==> src/rtl/sld_pkg.sv <==
package sld_pkg;
  localparam int WORD_W  = 19;
  localparam int REF_W   = 14;
  localparam int SWAL_W  = 7;
  localparam int MAIN_W  = 11;
  localparam int MIN_DIV = 3;

  typedef struct packed {
    logic              is_ref;
    logic [REF_W-1:0]  ref_div;
    logic              pre_sel;
    logic [SWAL_W-1:0] swal;
    logic [MAIN_W-1:0] main;
    logic              ok;
  } dec_word_t;
endpackage

==> src/rtl/sld_sync.sv <==
module sld_sync #(
  parameter int W      = 3,
  parameter int STAGES = 2
) (
  input  logic         clk,
  input  logic         rst,
  input  logic [W-1:0] d,
  output logic [W-1:0] q
);
  logic [STAGES-1:0][W-1:0] stg;

  always_ff @(posedge clk) begin
    if (rst) stg[0] <= '0;
    else     stg[0] <= d;
  end

  for (genvar s = 1; s < STAGES; s++) begin : g_stage
    always_ff @(posedge clk) begin
      if (rst) stg[s] <= '0;
      else     stg[s] <= stg[s-1];
    end
  end

  assign q = stg[STAGES-1];
endmodule

==> src/rtl/sld_shift.sv <==
module sld_shift #(
  parameter int W = 19
) (
  input  logic         clk,
  input  logic         rst,
  input  logic         shift_en,
  input  logic         bit_in,
  output logic [W-1:0] word
);
  always_ff @(posedge clk) begin
    if (rst)           word <= '0;
    else if (shift_en) word <= {word[W-2:0], bit_in};
  end
endmodule

==> src/rtl/sld_decode.sv <==
module sld_decode
  import sld_pkg::*;
(
  input  logic [WORD_W-1:0] word,
  output dec_word_t         dec
);
  always_comb begin
    dec.is_ref  = word[0];
    dec.ref_div = word[REF_W:1];
    dec.pre_sel = word[REF_W+1];
    dec.swal    = word[SWAL_W:1];
    dec.main    = word[WORD_W-1:SWAL_W+1];
    if (dec.is_ref)
      dec.ok = int'(dec.ref_div) >= MIN_DIV;
    else
      dec.ok = (int'(dec.main) >= MIN_DIV) && (int'(dec.swal) <= int'(dec.main));
  end
endmodule

==> src/rtl/synth_word_loader.sv <==
module synth_word_loader
  import sld_pkg::*;
#(
  parameter int SYNC_STAGES = 2
) (
  input  logic              clk,
  input  logic              rst,
  input  logic              ser_clk,
  input  logic              ser_data,
  input  logic              ser_le,
  output logic [REF_W-1:0]  ref_div,
  output logic              pre_sel,
  output logic [SWAL_W-1:0] swal_cnt,
  output logic [MAIN_W-1:0] main_cnt,
  output logic              cfg_err
);
  logic [2:0] pins_s;
  logic       sclk_d, le_d;
  logic       sclk_rise, le_rise;
  logic [WORD_W-1:0] word;
  dec_word_t  dec;

  sld_sync #(.W(3), .STAGES(SYNC_STAGES)) u_sync (
    .clk (clk),
    .rst (rst),
    .d   ({ser_le, ser_clk, ser_data}),
    .q   (pins_s)
  );

  always_ff @(posedge clk) begin
    if (rst) begin
      sclk_d <= 1'b0;
      le_d   <= 1'b0;
    end else begin
      sclk_d <= pins_s[1];
      le_d   <= pins_s[2];
    end
  end

  assign sclk_rise = pins_s[1] & ~sclk_d;
  assign le_rise   = pins_s[2] & ~le_d;

  sld_shift #(.W(WORD_W)) u_shift (
    .clk      (clk),
    .rst      (rst),
    .shift_en (sclk_rise),
    .bit_in   (pins_s[0]),
    .word     (word)
  );

  sld_decode u_dec (
    .word (word),
    .dec  (dec)
  );

  always_ff @(posedge clk) begin
    if (rst) begin
      ref_div  <= REF_W'(MIN_DIV);
      pre_sel  <= 1'b0;
      swal_cnt <= '0;
      main_cnt <= MAIN_W'(MIN_DIV);
      cfg_err  <= 1'b0;
    end else if (le_rise) begin
      cfg_err <= ~dec.ok;
      if (dec.ok) begin
        if (dec.is_ref) begin
          ref_div <= dec.ref_div;
          pre_sel <= dec.pre_sel;
        end else begin
          swal_cnt <= dec.swal;
          main_cnt <= dec.main;
        end
      end
    end
  end
endmodule

==> config.mk <==
export PLATFORM = sky130hd
export DESIGN_NAME = synth_word_loader
export DESIGN_NICKNAME = d
export VERILOG_FILES = /design/src/rtl/sld_pkg.sv /design/src/rtl/sld_sync.sv /design/src/rtl/sld_shift.sv /design/src/rtl/sld_decode.sv /design/src/rtl/synth_word_loader.sv
export SDC_FILE = /design/constraint.sdc
export NUM_CORES = 1
export LEC_CHECK = 0
export ABC_AREA = 1
export CAP_MARGIN = 25
export CORE_MARGIN = 1.5
export CORE_UTILIZATION = 35
export DETAILED_ROUTE_END_ITERATION = 10
export PLACE_DENSITY = 0.62
export SYNTH_ARGS = -nofsm -noshare
export SYNTH_HDL_FRONTEND = slang
export SYNTH_SLANG_ARGS = --single-unit
==> constraint.sdc <==
create_clock -name clk -period 2.41 [get_ports clk]
set_input_delay 0.482 -clock clk [delete_from_list [all_inputs] [get_ports clk]]
set_output_delay 0.482 -clock clk [all_outputs]
set_load 0.03 [all_outputs]
After elaboration in Yosys (flattened, before gate mapping)
Index checks and enable logic that the tools add are counted.

cells by class
  magnitude comparators = 3
  bitwise logic cells = 6
  reduce and logical (&&, ||, !) cells = 3
  muxes and demuxes = 1

operator list
  kind                 number
  $ge 14x2->1 const B  1
  $ge 11x2->1 const B  1
  $le 7x11->1          1
  $reduce_and 3->1     2
  $not 1->1            4
  $and 1x1->1          2
  $logic_and 1x1->1    1
  $mux 1               1

storage, ports and cells
  bits in registers = 61
  bits of input ports = 5

Depth between registers and ports, before layout
Gate-level depths: netlist of the first run.

  depth after elaboration = 4
  gate-level depth with buffers = 15
  depth with buffers taken out = 14

By module
Synthesis of the first run repeated with hierarchy kept, for this count alone.

second synthesis, totals
  cell total of the unflattened synthesis = 452
  area total of the unflattened synthesis = 3,085.5 µm²

modules (own cells, without submodules)
  module             instances  cells each  area each (µm²)
  synth_word_loader  1          221         1,562.7
  sld_shift          1          120         787.0
  sld_decode         1          90          548.0
  sld_sync           1          21          187.7

Least setup slack after synthesis of the first run
OpenSTA, ideal clock, no wires.

  path kind = flip-flop to flip-flop
  start = register u_shift.word[10]
  end = register ref_div[0]
  setup slack = 0.645 ns
  period minus slack after synthesis = 1.765 ns
  arrival = 1.635 ns
  stages on the path, launching flop included = 14
  path buffers = 1
  library setup time = 0.130 ns
  cells stage by stage = dfxtp_1 > inv_1 > ha_1 > a21oi_1 > nand2_1 > nand2_1 > nand2_1 > nand2_1 > nand2_1 > nand2_2 > nand3_2 > buf_2 > nand2_1 > nand3_1

on the way
  cells in the longest elaborated chain, start to end = 4

RTL lines
  item                                               RTL line                 RTL
  from (decl)                                        sld_shift.sv:8           output logic [W-1:0] word
  from (signal assigned)                             sld_shift.sv:12          else if (shift_en) word <= {word[W-2:0], bit_in};
  $ge 11x2->1 / $le 7x11->1 (equally long branches)  sld_decode.sv:16         dec.ok = (int'(dec.main) >= MIN_DIV) && (int'(dec.swal) <= int'(dec.main));
  $logic_and 1x1->1                                  sld_decode.sv:16
  $mux 1 *                                           sld_decode.sv:13         if (dec.is_ref)
  $reduce_and 3->1 (no line) *                       --
  to (signal assigned)                               synth_word_loader.sv:58  ref_div <= REF_W'(MIN_DIV);
  to (signal assigned)                               synth_word_loader.sv:67  ref_div <= dec.ref_div;
  to (decl)                                          synth_word_loader.sv:11  output logic [REF_W-1:0] ref_div,

Every way passes the cells marked *; elsewhere a longest branch is shown, timed or not.
A chain may end at the register's enable or synchronous reset.

Worst setup path in the final report of the first run
  start = register u_shift.word[10]
  end = register swal_cnt[3]

on the way
  cells in the longest elaborated chain, start to end = 4

RTL lines
  item                                               RTL line                 RTL
  $ge 11x2->1 / $le 7x11->1 (equally long branches)  sld_decode.sv:16
  $logic_and 1x1->1                                  sld_decode.sv:16
  $mux 1 *                                           sld_decode.sv:13
  $reduce_and 3->1 (no line) *                       --
  to (signal assigned)                               synth_word_loader.sv:70  swal_cnt <= dec.swal;
  to (decl)                                          synth_word_loader.sv:13  output logic [SWAL_W-1:0] swal_cnt,

Marks and branches as above.

==> parameters.txt, run 1 <==
Parameter                              Value

Timing
  Layout Skew    0.01093 ns
  Pins Over Slew Limit    0
  Transition time of the tightest slew-check pin    0.5741 ns
  Setup total negative slack    0 ns
  RSZ-0062 raised after global routing    no
  Hold violation count in the final report    0
  Final setup fails    0
  Post-route fraction of the period consumed by the critical path    86.55%
  Clock period minus final worst setup slack    2.086 ns
  Maximum clock frequency    479.4 MHz
  Slew HR    61.49%

Final layout
  Post-layout util    46.61%
  Footprint of the flip-flops and latches    0.001221 mm2
  Share of layout cells above drive strength 1    7.621%
  FILL cells    746
  Multi-input gate area    0.001109 mm2
  Diode count    0
  Count of nets after finishing    441
  Synth-to-Final Area Change    27.08%

Setup path
  Worst EP arrival    2.35 ns
  Cell with the most instances on the worst path    sky130_fd_sc_hd__nand2_1
  Path type of the worst setup path    reg2reg
  Startpoint type of the worst setup path    flip-flop
  Cell count along the critical path    12
  Max Fanout on Critical Path    23
  Required time at the worst-slack endpoint    2.68 ns
  Slowest Stage Delay on Critical Path    0.41 ns
  Worst Path Buf+Inv    2
  Kind of cell with the highest combined delay on the critical path    simple AND/OR/NAND/NOR gates
  Ordered list of cells on the worst path    inv_1, ha_1, a21oi_1, nand2_1, nand3_1, nand2_1, nand2_1, nand4_4, buf_12, nand2_1, nand2_1, nor2_1
  Depth of the worst register-to-register path    12
  Critical Path Slowest Stage Cell    sky130_fd_sc_hd__dfxtp_1
  CP Capture Type    flip-flop

CTS
  Clock transition at the registers of the reported paths    0.07 ns
  Number of clock buffers inserted by TritonCTS    9
  Hold Buf Count CTS    0
  Resized cells post-CTS    0
  CTS max path bufs    2
  Post-CTS Repair Setup Buffers    0
  TritonCTS clock tree    done
  Sink Count    61
  Maximum level of the CTS H-tree    3
  Clock latency on the worst-skew pair    0.33 ns
  Clock root buffer    sky130_fd_sc_hd__clkbuf_8

Yosys
  Combinational family with the most area after synthesis    simple AND/OR/NAND/NOR gates
  Share of synthesized cell area in and, or, nand and nor gates    29.46%
  FFs w/ async S/R, synth    0%
  Area of the mapped netlist    0.002689 mm2
  Area fraction of the dominant cell type after synthesis    45.42%
  Net Count, Synth    399
  Most instantiated cells after synthesis    sky130_fd_sc_hd__nand2_1, sky130_fd_sc_hd__inv_1, sky130_fd_sc_hd__nor2_1
  Biggest area contributors in the synthesized netlist    sky130_fd_sc_hd__dfxtp_1, sky130_fd_sc_hd__nand2_1, sky130_fd_sc_hd__inv_1
  Mapped Avg Cell Area    6.948 um2
  Top cell type by total area after synthesis    sky130_fd_sc_hd__dfxtp_1
  Arithmetic-cell share of the synthesized area counting full adders, half adders and majority gates    3.257%
  Most repeated cell in the gate-level netlist after synthesis    sky130_fd_sc_hd__nand2_1
  Area fraction in compound gates after synthesis    8.516%
  Portion of the post-synthesis area used by sequential elements    45.42%
  Most used flip-flop cell after synthesis    sky130_fd_sc_hd__dfxtp_1
  XOR/XNOR Fraction of Synth Area    0%
  Count of warnings emitted by yosys    0
  Number of standard cells after synthesis    387
  Number of register bits inferred by synthesis    61
  Number of enable-type register cells in the synthesized netlist    0
  Multiplexer fraction of the synthesized cell area    0%
  Number of different library cells in the post-synthesis netlist    22

Floorplan
  Starting density of the core    36.68%
  Standard-cell row count    31
  Die area    0.008217 mm2
  Horizontal die dimension    90.65 um
  Die Y    90.65 um
  Area of the core    0.007331 mm2
  I/O pin count    39

Route
  Average wire per cell in the routed design    10.74 um
  Routed vias/inst    4.398
  Number of nets with antenna violations after detailed routing    0
  Final routed DRC violation total    0
  Vias post-DR    2340
  Number of iterations in the first detailed-routing pass    4
  1st-iter DRT viols    79
  Final routed wirelength across all metal layers    5.712 mm

GRT
  First-pass GRT wire length    9.818 mm
  Overall global routing resource usage    15.11%
  Antenna violations before repair    0
  Final global-route overflow total    0
  Via count of the first global-routing pass    2159
  Maximum number of pins on one net before global-route repair    31

Power and ir drop
  Areal power density over the cells    694.7 mW/mm2
  Net switching power    635.7 uW
  Worst vdd rail ir drop    0.0003814 V
  Register share of total power    45.4%
  Portion of total power attributed to combinational logic    14.8%
  Sw Ratio    26.78%
  Internal power summed over all cells    1738 uW
  Portion of total power attributed to the clock network    39.8%
  Static Leakage    0.001626 uW

Placement
  Sum of net half-perimeters after detailed placement    4.074 mm
  Final RePlAce weighted congestion    0.8314
  I/O Buffers    38

Run status
  Run status    finished clean

Min path
  Class of the tightest hold or removal check    reg2reg
  Hold path depth    2

Run
  Maximum Capacitance Violations    0
metrics by stage:
| stage | setup slack [ns] | cell area [um2] | power (uW) | std cells | hold WS, ns |
|---|---|---|---|---|---|
| floorplan | 0.6455 | 2689 | 1343 | 387 | 0.3883 |
| global placement | 0.3261 | 3208 | 1447 | 517 | 0.3921 |
| detailed placement | 0.2644 | 3208 | 1450 | 517 | 0.3916 |
| CTS | 0.3156 | 3417 | 2403 | 532 | 0.4013 |
| global route | 0.05093 | 3417 | 2492 | 532 | 0.4294 |
| finish | 0.3241 | 3417 | 2374 | 532 | 0.4011 |
cells in the final DEF, fill, tap and decap left out:
cell                              synthesis  layout
sky130_fd_sc_hd__nand4_1                 16      16
sky130_fd_sc_hd__o21ai_0                 20      20
sky130_fd_sc_hd__bufinv_16                0       1
sky130_fd_sc_hd__nand4_4                  1       1
sky130_fd_sc_hd__clkinv_4                 0       1
sky130_fd_sc_hd__clkinv_2                 0       1
sky130_fd_sc_hd__clkbuf_8                 0      12
sky130_fd_sc_hd__a21boi_4                 1       1
sky130_fd_sc_hd__a21oi_1                 22      22
sky130_fd_sc_hd__nor3_1                   1       1
sky130_fd_sc_hd__clkdlybuf4s50_1          0      38
sky130_fd_sc_hd__buf_12                   0       2
sky130_fd_sc_hd__dfxtp_1                 61      61
sky130_fd_sc_hd__nand3b_1                 1       1
sky130_fd_sc_hd__inv_2                    3       3
sky130_fd_sc_hd__buf_4                    0       8
sky130_fd_sc_hd__and3_1                   1       1
sky130_fd_sc_hd__inv_1                   69      69
sky130_fd_sc_hd__nand2_2                  1       1
sky130_fd_sc_hd__ha_1                     7       7
sky130_fd_sc_hd__nand3_1                 11      11
sky130_fd_sc_hd__nand2_1                 84      84
sky130_fd_sc_hd__clkinv_1                 1       1
sky130_fd_sc_hd__nand3_2                  2       2
sky130_fd_sc_hd__nor2_1                  68      68
state kept, by name, summed over array words and instances (netlist names), 3 cells and up:
| register | cells |
|---|---|
| u_sync.q | 3 |
| ref_div | 14 |
| swal_cnt | 7 |
| u_shift.word | 19 |
| main_cnt | 11 |
| u_sync.stg | 3 |
tightest hold or removal path, stage by stage, from the launching register on:
cell and delay (ns):
sky130_fd_sc_hd__dfxtp_1 0.30, sky130_fd_sc_hd__inv_1 0.04, sky130_fd_sc_hd__nor2_1 0.03
cell type report:
cell class / count / share of cell area [%]
Inverter: 73 / 8.019
Tap cell: 99 / 3.625
Timing Repair Buffer: 48 / 14.06
Clock inverter: 3 / 1.282
Clock buffer: 12 / 4.833
Sequential cell: 61 / 35.74
Multi-Input combinational cell: 236 / 32.44
power groups by stage:
stage                     clock (uW)  combinational (uW)  sequential, uW
after floorplan                    0                 210            1130
after global placement             0                 347            1100
after detailed placement           0                 351            1100
after CTS                        973                 353            1080
after global routing            1020                 394            1080
final                            945                 352            1080
per-layer routing:
metal | vias up | global-route usage (%) | part of all wire (%)
met5 | - | 0 | 0
met4 | 0 | 5.952 | 1.5
met3 | 8 | 4.377 | 3.7
met2 | 43 | 24.19 | 46
met1 | 1019 | 19.03 | 49
li1 | 1270 | - | -
final timing paths:
kind / startpoint / to / slack [ns]
worst max-delay path: u_shift.word[10] / swal_cnt[3] / 0.32
worst min-delay path: u_sync.stg[0] / u_sync.q[0] / 0.40
worst max register to register: u_shift.word[10] / swal_cnt[3] / 0.32
worst min register to register: u_sync.stg[0] / u_sync.q[0] / 0.40
cells by family after synthesis:
family | Yosys count
AO/OA/AOI/OAI | 43
adder cells (fa/ha/maj) | 7
buffers and inverters | 90
flip-flops | 61
AND/OR/NAND/NOR | 186
Note: power is estimated with default switching activity, not from simulation.
==> inputs of run 2 (changes only) <==
--- a/config.mk
+++ b/config.mk
@@ -11,6 +11,7 @@
 export CORE_UTILIZATION = 35
 export DETAILED_ROUTE_END_ITERATION = 10
 export PLACE_DENSITY = 0.62
+export SKIP_CTS_REPAIR_TIMING = 1
 export SYNTH_ARGS = -nofsm -noshare
 export SYNTH_HDL_FRONTEND = slang
 export SYNTH_SLANG_ARGS = --single-unit
==> constraint.sdc (replaced) <==
create_clock -name clk -period 2.1 [get_ports clk]
set_input_delay 0.42 -clock clk [delete_from_list [all_inputs] [get_ports clk]]
set_output_delay 0.42 -clock clk [all_outputs]
set_load 0.03 [all_outputs]
==> run 2 against run 1 <==
Against the previous run: first-iteration DRC count grew to 2.6 times the previous value; design area down 0.15%; largest cell class unchanged; global-route usage grew 0.13 points; highest routed layer unchanged; largest power group unchanged; critical path depth did not move; sequential share of layout area grew 0.089 points; clock skew decreased by 0.0061 ns; total power increased by 7.3%; via count is 2.9% higher; non-clock buffer count increased by 3; clock power is 6.0% lower.
==> parameters.txt, run 2 (synthesis results as in run 1) <==
Parameter                              Value

Timing
  RSZ-0062 raised after global routing    no
  Post-route fraction of the period consumed by the critical path    89.68% (+3.1 points)
  Final setup fails    0 (unchanged)
  Hold violation count in the final report    0 (unchanged)
  Slew HR    71.50% (+10 points)
  Setup total negative slack    0 ns (unchanged)
  Transition time of the tightest slew-check pin    0.4265 ns (-0.1476 ns)
  Maximum clock frequency    531.0 MHz (+11%)
  Pins Over Slew Limit    0 (unchanged)
  Clock period minus final worst setup slack    1.883 ns (-0.2026 ns)
  Layout Skew    0.004796 ns (-0.006133 ns)

GRT
  Maximum number of pins on one net before global-route repair    54 (+74%)
  Antenna violations before repair    0 (unchanged)
  Overall global routing resource usage    15.24% (+0.13 points)
  First-pass GRT wire length    10.03 mm (+2.2%)
  Final global-route overflow total    0 (unchanged)
  Via count of the first global-routing pass    2201 (+1.9%)

Final layout
  Biggest register    u_shift.word
  Count of non-filler cells in the finished layout    536 (+0.75%)
  Synth-to-Final Area Change    26.90%
  Post-layout util    46.54% (-0.068 points)
  Highest-count cells in the layout ignoring fill and taps    sky130_fd_sc_hd__nand2_1, sky130_fd_sc_hd__inv_1, sky130_fd_sc_hd__nor2_1
  Most frequent standard cell in the layout excluding fill and tap cells    sky130_fd_sc_hd__nand2_1
  Total non-filler cell area in the finished layout    0.003412 mm2 (-0.15%)
  Share of layout cells above drive strength 1    8.238% (+0.62 points)
  Biggest registers after layout    u_shift.word: 19 flops, ref_div: 14 flops, main_cnt: 11 flops
  Count of nets after finishing    445 (+0.91%)
  Largest register FFs    19 (unchanged)
  Diode count    0 (unchanged)

Placement
  Sum of net half-perimeters after detailed placement    3.943 mm (-3.2%)
  Cell total after placement    518 (+0.19%)
  Final RePlAce weighted congestion    0.9113 (+9.6%)
  Placement Cell Area    0.003216 mm2 (+0.23%)
  I/O Buffers    38 (unchanged)

CTS
  Sink Count    61 (unchanged)
  Clock root buffer    sky130_fd_sc_hd__clkbuf_8
  Maximum level of the CTS H-tree    3 (unchanged)
  Number of clock buffers inserted by TritonCTS    9 (unchanged)
  TritonCTS clock tree    done
  Clock transition at the registers of the reported paths    0.07 ns (about the same)
  CTS max path bufs    2 (unchanged)
  Clock latency on the worst-skew pair    0.34 ns (about the same)

Setup path
  Cell with the most instances on the worst path    sky130_fd_sc_hd__nand2_1
  Worst setup slack for register-to-register paths    0.22 ns (-0.11 ns)
  Startpoint type of the worst setup path    flip-flop
  Critical Path Slowest Stage Cell    sky130_fd_sc_hd__dfxtp_1
  Max Fanout on Critical Path    6 (-74%)
  Slowest Stage Delay on Critical Path    0.37 ns (-0.04 ns)
  Required time at the worst-slack endpoint    2.34 ns (-0.34 ns)
  Worst Path Buf+Inv    2 (unchanged)
  Ordered list of cells on the worst path    inv_1, ha_1, nand2_1, nor2_1, nand3_1, nand2_1, nand2_1, nand2_2, buf_4, nand4_1, nand2_1, nor2_1
  Path type of the worst setup path    reg2reg
  Worst EP arrival    2.12 ns (-0.23 ns)
  CP Capture Type    flip-flop
  Kind of cell with the highest combined delay on the critical path    simple AND/OR/NAND/NOR gates

Run status
  Run status    finished clean

Floorplan
  Starting density of the core    36.68% (unchanged)
  Standard-cell row count    31 (unchanged)
  Area of the core    0.007331 mm2 (unchanged)
  Die area    0.008217 mm2 (unchanged)
  Die Y    90.65 um (unchanged)
  I/O pin count    39 (unchanged)
  Horizontal die dimension    90.65 um (unchanged)

Power and ir drop
  Static Leakage    0.001615 uW (-0.68%)
  Power, Total    2546 uW (+7.3%)
  Areal power density over the cells    746.2 mW/mm2 (+7.4%)
  Worst vdd rail ir drop    0.0004073 V (+6.8%)

Route
  Number of iterations in the first detailed-routing pass    4 (unchanged)
  Vias post-DR    2407 (+2.9%)
  Routed vias/inst    4.491 (+2.1%)
  Average wire per cell in the routed design    10.96 um (+2.1%)
  Number of nets with antenna violations after detailed routing    0 (unchanged)
  Final routed DRC violation total    0 (unchanged)
  1st-iter DRT viols    203 (+160%)
  Final routed wirelength across all metal layers    5.874 mm (+2.8%)

Run
  Maximum Capacitance Violations    0 (unchanged)

Min path
  Class of the tightest hold or removal check    reg2reg
==> run 2: path summary, 6_finish.rpt <==
path | startpoint | end | depth (start not counted)
setup / recovery | u_shift.word[13] | ref_div[13] | 12
setup reg to reg | u_shift.word[13] | ref_div[13] | 12
hold reg to reg | u_sync.stg[0] | u_sync.q[0] | 2
hold / removal | u_sync.stg[0] | u_sync.q[0] | 2
==> run 2: per-stage QoR <==
stage               setup WS (ns)  hold WS (ns)
floorplan                  0.3355        0.3883
global placement           0.1985        0.3936
detailed placement         0.1337        0.3945
CTS                        0.1280        0.4011
global route              0.02569        0.4107
finish                     0.2167        0.3954
==> run 2: worst register-to-register path, cell delays in order (launching register included) <==
cell and delay [ns]:
sky130_fd_sc_hd__dfxtp_1 0.37, sky130_fd_sc_hd__inv_1 0.10, sky130_fd_sc_hd__ha_1 0.30, sky130_fd_sc_hd__nand2_1 0.07, sky130_fd_sc_hd__nor2_1 0.18, sky130_fd_sc_hd__nand3_1 0.10, sky130_fd_sc_hd__nand2_1 0.07, sky130_fd_sc_hd__nand2_1 0.06
sky130_fd_sc_hd__nand2_2 0.12, sky130_fd_sc_hd__buf_4 0.16, sky130_fd_sc_hd__nand4_1 0.11, sky130_fd_sc_hd__nand2_1 0.10, sky130_fd_sc_hd__nor2_1 0.04
==> run 2: cell type report <==
class | count | area, um2
Inverter | 73 | 274.0
Tap cell | 99 | 123.9
Sequential cell | 61 | 1222
Clock inverter | 2 | 10.01
Timing Repair Buffer | 51 | 503.0
Clock buffer | 13 | 148.9
Multi-Input combinational cell | 237 | 1130
Fill cell | 747 | 3919
==> run 2: report_power, final <==
| group | leakage, uW | total (uW) | internal (uW) | switching [uW] |
|---|---|---|---|---|
| clock network | 0.0000833 | 888 | 451 | 436 |
| logic | 0.00104 | 422 | 162 | 260 |
| registers | 0.000497 | 1240 | 1200 | 32.0 |
| total | 0.00162 | 2550 | 1820 | 728 |
==> run 2: per-layer routing <==
metal | vias up | part of all wire [%] | GRT usage [%]
met5 | - | 0 | 0
met4 | 0 | 1.3 | 5.291
met3 | 7 | 4.6 | 5.303
met2 | 42 | 45 | 24.12
met1 | 1084 | 49 | 19.14
li1 | 1274 | - | -
